$ cat src/rtl/bcd_rtc.sv
module bcd_rtc #(
  parameter int TICKS_PER_SEC = 32768,
  parameter int AW = 8
) (
  input  logic          clk,
  input  logic          rst_n,
  input  logic          tick_en,
  input  logic          bus_sel,
  input  logic          bus_wr,
  input  logic [AW-1:0] bus_addr,
  input  logic [7:0]    bus_wdata,
  output logic [7:0]    bus_rdata,
  output logic          alarm_irq
);
  localparam int PW = (TICKS_PER_SEC > 1) ? $clog2(TICKS_PER_SEC) : 1;
  localparam logic [PW-1:0] PMAX = PW'(TICKS_PER_SEC - 1);

  localparam logic [AW-1:0] O_SEC  = AW'(8'h00);
  localparam logic [AW-1:0] O_MIN  = AW'(8'h04);
  localparam logic [AW-1:0] O_HR   = AW'(8'h08);
  localparam logic [AW-1:0] O_DAY  = AW'(8'h0C);
  localparam logic [AW-1:0] O_MON  = AW'(8'h10);
  localparam logic [AW-1:0] O_YR   = AW'(8'h14);
  localparam logic [AW-1:0] O_WK   = AW'(8'h18);
  localparam logic [AW-1:0] O_ASEC = AW'(8'h20);
  localparam logic [AW-1:0] O_AMIN = AW'(8'h24);
  localparam logic [AW-1:0] O_AHR  = AW'(8'h28);
  localparam logic [AW-1:0] O_ADAY = AW'(8'h2C);
  localparam logic [AW-1:0] O_AMON = AW'(8'h30);
  localparam logic [AW-1:0] O_AYR  = AW'(8'h34);
  localparam logic [AW-1:0] O_CTL  = AW'(8'h40);
  localparam logic [AW-1:0] O_STAT = AW'(8'h44);
  localparam logic [AW-1:0] O_IEN  = AW'(8'h48);

  logic [7:0] sec_q, min_q, hr_q, day_q, mon_q, yr_q;
  logic [3:0] wk_q;
  logic [7:0] asec_q, amin_q, ahr_q, aday_q, amon_q, ayr_q;
  logic       run_q, ien_q, flag_q, upd_q;
  logic [PW-1:0] presc_q;

  function automatic logic [7:0] bcd_inc(input logic [7:0] v);
    if (v[3:0] >= 4'd9) return {v[7:4] + 4'd1, 4'd0};
    return {v[7:4], v[3:0] + 4'd1};
  endfunction

  function automatic logic [7:0] month_end(input logic [7:0] m, input logic [7:0] y);
    logic [4:0] s;
    s = {y[7:4], 1'b0} + {1'b0, y[3:0]};
    case (m)
      8'h02: return (s[1:0] == 2'd0) ? 8'h29 : 8'h28;
      8'h04, 8'h06, 8'h09, 8'h11: return 8'h30;
      default: return 8'h31;
    endcase
  endfunction

  wire wr = bus_sel & bus_wr;
  wire rd = bus_sel & ~bus_wr;

  wire w_sec  = wr && bus_addr == O_SEC;
  wire w_min  = wr && bus_addr == O_MIN;
  wire w_hr   = wr && bus_addr == O_HR;
  wire w_day  = wr && bus_addr == O_DAY;
  wire w_mon  = wr && bus_addr == O_MON;
  wire w_yr   = wr && bus_addr == O_YR;
  wire w_wk   = wr && bus_addr == O_WK;
  wire w_ctl  = wr && bus_addr == O_CTL;
  wire w_stat = wr && bus_addr == O_STAT;
  wire w_ien  = wr && bus_addr == O_IEN;

  wire busy = run_q && presc_q == PMAX;
  wire upd  = busy && tick_en;

  wire c_sec = sec_q >= 8'h59;
  wire c_min = c_sec && min_q >= 8'h59;
  wire c_hr  = c_min && hr_q >= 8'h23;
  wire c_day = c_hr && day_q >= month_end(mon_q, yr_q);
  wire c_mon = c_day && mon_q >= 8'h12;

  wire [7:0] n_sec = c_sec ? 8'h00 : bcd_inc(sec_q);
  wire [7:0] n_min = (min_q >= 8'h59) ? 8'h00 : bcd_inc(min_q);
  wire [7:0] n_hr  = (hr_q >= 8'h23) ? 8'h00 : bcd_inc(hr_q);
  wire [7:0] n_day = c_day ? 8'h01 : bcd_inc(day_q);
  wire [7:0] n_mon = c_mon ? 8'h01 : bcd_inc(mon_q);
  wire [7:0] n_yr  = (yr_q >= 8'h99) ? 8'h00 : bcd_inc(yr_q);
  wire [3:0] n_wk  = (wk_q >= 4'd6) ? 4'd0 : wk_q + 4'd1;

  wire match = sec_q == asec_q && min_q == amin_q && hr_q == ahr_q &&
               day_q == aday_q && mon_q == amon_q && yr_q == ayr_q;

  always_ff @(posedge clk or negedge rst_n) begin
    if (!rst_n) presc_q <= '0;
    else if (run_q && tick_en) presc_q <= (presc_q == PMAX) ? '0 : presc_q + 1'b1;
  end

  always_ff @(posedge clk or negedge rst_n) begin
    if (!rst_n) begin
      sec_q <= 8'h00; min_q <= 8'h00; hr_q <= 8'h00;
      day_q <= 8'h01; mon_q <= 8'h01; yr_q <= 8'h00; wk_q <= 4'd0;
    end else begin
      if (w_sec) sec_q <= bus_wdata;
      else if (upd) sec_q <= n_sec;
      if (w_min) min_q <= bus_wdata;
      else if (upd && c_sec) min_q <= n_min;
      if (w_hr) hr_q <= bus_wdata;
      else if (upd && c_min) hr_q <= n_hr;
      if (w_day) day_q <= bus_wdata;
      else if (upd && c_hr) day_q <= n_day;
      if (w_wk) wk_q <= bus_wdata[3:0];
      else if (upd && c_hr) wk_q <= n_wk;
      if (w_mon) mon_q <= bus_wdata;
      else if (upd && c_day) mon_q <= n_mon;
      if (w_yr) yr_q <= bus_wdata;
      else if (upd && c_mon) yr_q <= n_yr;
    end
  end

  always_ff @(posedge clk or negedge rst_n) begin
    if (!rst_n) begin
      asec_q <= '0; amin_q <= '0; ahr_q <= '0;
      aday_q <= '0; amon_q <= '0; ayr_q <= '0;
    end else if (wr) begin
      case (bus_addr)
        O_ASEC: asec_q <= bus_wdata;
        O_AMIN: amin_q <= bus_wdata;
        O_AHR:  ahr_q  <= bus_wdata;
        O_ADAY: aday_q <= bus_wdata;
        O_AMON: amon_q <= bus_wdata;
        O_AYR:  ayr_q  <= bus_wdata;
        default: ;
      endcase
    end
  end

  always_ff @(posedge clk or negedge rst_n) begin
    if (!rst_n) begin
      run_q <= 1'b0; ien_q <= 1'b0; flag_q <= 1'b0; upd_q <= 1'b0;
    end else begin
      upd_q <= upd;
      if (w_ctl) run_q <= bus_wdata[0];
      if (w_ien) ien_q <= bus_wdata[3];
      if (upd_q && match) flag_q <= 1'b1;
      else if (w_stat && bus_wdata[6]) flag_q <= 1'b0;
    end
  end

  always_comb begin
    bus_rdata = 8'h00;
    if (rd) begin
      case (bus_addr)
        O_SEC:  bus_rdata = sec_q;
        O_MIN:  bus_rdata = min_q;
        O_HR:   bus_rdata = hr_q;
        O_DAY:  bus_rdata = day_q;
        O_MON:  bus_rdata = mon_q;
        O_YR:   bus_rdata = yr_q;
        O_WK:   bus_rdata = {4'd0, wk_q};
        O_ASEC: bus_rdata = asec_q;
        O_AMIN: bus_rdata = amin_q;
        O_AHR:  bus_rdata = ahr_q;
        O_ADAY: bus_rdata = aday_q;
        O_AMON: bus_rdata = amon_q;
        O_AYR:  bus_rdata = ayr_q;
        O_CTL:  bus_rdata = {7'd0, run_q};
        O_STAT: bus_rdata = {1'b0, flag_q, 5'd0, busy};
        O_IEN:  bus_rdata = {4'd0, ien_q, 3'd0};
        default: bus_rdata = 8'h00;
      endcase
    end
  end

  assign alarm_irq = flag_q & ien_q;
endmodule


$ cat config.mk
export PLATFORM = sky130hd
export DESIGN_NAME = bcd_rtc
export DESIGN_NICKNAME = d
export VERILOG_FILES = /design/src/rtl/bcd_rtc.sv
export SDC_FILE = /design/constraint.sdc
export NUM_CORES = 1
export LEC_CHECK = 0
export CAP_MARGIN = 40
export CORE_MARGIN = 2
export CORE_UTILIZATION = 38
export CTS_CLUSTER_DIAMETER = 30
export DETAILED_ROUTE_END_ITERATION = 16
export PLACE_DENSITY = 0.58
export SYNTH_ARGS = -nofsm -noshare
export SYNTH_HDL_FRONTEND = slang
export SYNTH_SLANG_ARGS = --single-unit
$ cat constraint.sdc
create_clock -name clk -period 4.05 [get_ports clk]
set_input_delay 0.81 -clock clk [delete_from_list [all_inputs] [get_ports clk]]
set_output_delay 0.81 -clock clk [all_outputs]
set_load 0.01 [all_outputs]
==> flow_summary.yaml <==
route:
  avgRoutedWirePerCell_microns: 23.7
  drt_wl_total_microns: 29600
  drt_pre_antenna_iters: 7
  avgViaCountPerCell: 5.90
  drt_iter0_markers: 638
  vias: 7386
  drc: 0
  ant_nets: 0
die:
  num_rows: 53
  dieArea_sq_um: 22400
  coreArea_sq_um: 21000
  io_pins: 30
  die_height_microns: 150
  initial_core_util_pct: 38.5
  dieWidth_microns: 150
critical_path:
  crit_fanout: 5
  slowest_stage: "or4b_1"
  worstPathRequired_ps: 3240
  worstSetupPathType: "input pin to primary output"
  cp.buffers_inverters: 4
  cp-start-kind: "input pin"
  crit_path_end_kind: "primary output"
  critPathArrivalTime_ps: 3220
  crit_family: "buffers and inverters"
  path_cells: "clkdlybuf4s50_1 -> buf_4 -> or4b_1 -> nor2_1 -> a2111oi_2 -> buf_4 -> a21oi_1 -> clkdlybuf4s50_1"
  slowest_delay_ps: 610
power_and_ir_drop:
  power.density_nw_per_um2: 327
  peakVddDrop_v: 0.000245
  leakage_nw: 4.38
yosys:
  synth_area_leaders: "dfrtp_1, mux2_2, ha_1"
  synth_top_family_by_area: "simple AND/OR/NAND/NOR gates"
  synth_top_area_cell: "dfrtp_1"
  syn-mean-instance-area_sq_um: 9.13
  synthXorXnorAreaFrac_pct: 6.41
  synth-edff-count: 0
  synth_adder_area_share_pct: 5.90
  synth.distinct_cells: 81
  ys_warn_count: 0
  synth.net_count: 942
  syn_area_sq_um: 8070
  yosys_most_used_dff: "dfrtp_1"
  synthMuxAreaShare_pct: 9.91
  synth_top_area_share_pct: 36.3
  synth.ff_latch_count: 119
  ys_seq_area_share_pct: 37.0
  synth_compound_area_share_pct: 16.6
  synth-simple-area-share_pct: 20.1
  synthCells: 883
  synthArstFlopShare_pct: 100
global_routing:
  grt_pass1_wl_microns: 44700
  grt_use_total_pct: 27.3
  overflow: 0
  antenna_found_initial: 0
  grt_pass1_vias: 7179
  grt_max_degree: 54
final_layout:
  area_delta_synth_final_pct: 21.6
  diodes: 0
  nets: 1023
  fillers: 2034
  layout-drive-gt1-share_pct: 20.8
  utilization_pct: 46.8
sta:
  finalMaxSlewViolations: 0
  finClkSkew_ps: 9.55
  hold_viol: 0
  setup_viol: 0
  fmax_mhz: 248
  period_minus_slack_ps: 4030
  whs_ps: 419
  period_share_pct: 99.4
  tightest_slew_ps: 911
  relSlewSlack_pct: 39.0
  rsz0062_at_grt: "true"
placement:
  portBuffers: 29
  hpwl_microns: 22400
  place.gp.congestion: 1.00
clock_network:
  cts_made_buffers: 17
  clockRootBuffer: "clkbuf_16"
  cts_tree: "done"
  postCtsHoldBufs: 0
  cts.htree.levels: 4
  cts_buffer_depth: 2
  cts.clk_slew.worst_paths_ps: 60
  clk_latency_ps: 430
  clock-sinks: 119
min_path:
  min_path_type: "input pin to asynchronous set/reset pin"
job:
  max-cap-violations: 0
run_status:
  status: "completed"
## worst register-to-register path, stage by stage, from the launching register on
cell,delay [ps]
dfstp_2,630
inv_1,130
ha_1,250
o211ai_1,160
a21oi_1,80
a31oi_1,170
nor3_1,110
a21oi_1,160
ha_1,240
nor4b_1,270
o211ai_1,160
or2_2,360
nor2_1,210
o21ai_1,170
mux2_2,320
## cell families (layout without fill, tap and decap cells)
family	count (synthesis)	in the layout
AND/OR/NAND/NOR	310	310
AO/OA/AOI/OAI	205	205
flip-flops	119	119
buffers and inverters	82	176
multiplexers	70	70
XOR/XNOR	59	59
adder cells (fa/ha/maj)	38	38
## cells in the final DEF, fill, tap and decap left out, drive strengths merged, types with 25 or more instances in the layout
master  Yosys  layout
o21ai      60      60
dfrtp     117     117
xnor2      26      26
ha         38      38
nand3      28      28
inv        35      36
mux2       56      56
buf        13      80
xor2       33      33
nand2      88      88
nor3       25      25
a21oi      40      40
nor2       64      64
nand4      25      25
## routing by layer
layer,up-vias,global-route usage [%],share of wire (%)
met5,-,0,0
met1,3657,37.1,44
met3,63,4.97,5.9
met2,275,42.9,46
li1,3391,-,-
met4,0,11.7,3.9
## per-stage QoR
step / setup slack [ps] / total power [mW] / instances / TNS (ps) / area [sq um]
global placement: -275 / 1.62 / 1217 / -302 / 9120
global route: -78.8 / 3.30 / 1252 / -78.8 / 9810
finish: 24.2 / 3.21 / 1252 / 0 / 9810
CTS: 20.1 / 3.21 / 1249 / 0 / 9740
detailed placement: -218 / 1.62 / 1217 / -246 / 9120
floorplan: 795 / 1.45 / 883 / 0 / 8070
## registers in the layout, summed over array words and instances (netlist names)
register,flops
presc_q,15
aday_q,8
ahr_q,8
amin_q,8
amon_q,8
asec_q,8
ayr_q,8
day_q,8
hr_q,8
min_q,8
mon_q,8
sec_q,8
yr_q,8
wk_q,4
flag_q,1
ien_q,1
run_q,1
upd_q,1
## layout make-up
cell class                 instances  area [sq um]  area share, %
tap                              275           344           3.51
multi-input combinational        682          4820           49.1
inverter                          35           131           1.34
timing repair buffer             109           932           9.50
clock buffer                      20           457           4.66
clock inverter                    12           150           1.53
sequential                       119          2980           30.4
## where the power goes
part           switching (mW)  leakage [nW]  internal, mW
sequential             0.0601          1.57          1.22
clock                   0.598         0.292         0.998
combinational           0.193          2.52         0.134
## cells in the mapped netlist, drive strengths merged, types with 26 or more instances
cell    instances
dfrtp         117
nand2          88
nor2           64
o21ai          60
mux2           56
a21oi          40
ha             38
inv            35
clkbuf         34
xor2           33
nand3          28
xnor2          26
## worst paths after layout
check,startpoint,to,slack (ps),cells past startpoint
worst max-delay path,bus_addr[5],bus_rdata[3],20,8
worst min-delay path,rst_n,amin_q[5],420,1
worst max register to register,mon_q[0],day_q[5],520,14
worst min register to register,presc_q[14],presc_q[14],480,1
max in group asynchronous,rst_n,day_q[0],2790,2
min in group clk,presc_q[14],presc_q[14],480,1
## timing repair
action | in CTS | in global routing
buffers inserted | 0 | 2
gates resized for setup | 6 | 11
cloned | 0 | 1
pin swaps | 1 | 2
setup endpoints to repair | 6 | 7
Note: power is estimated with default switching activity, not from simulation.
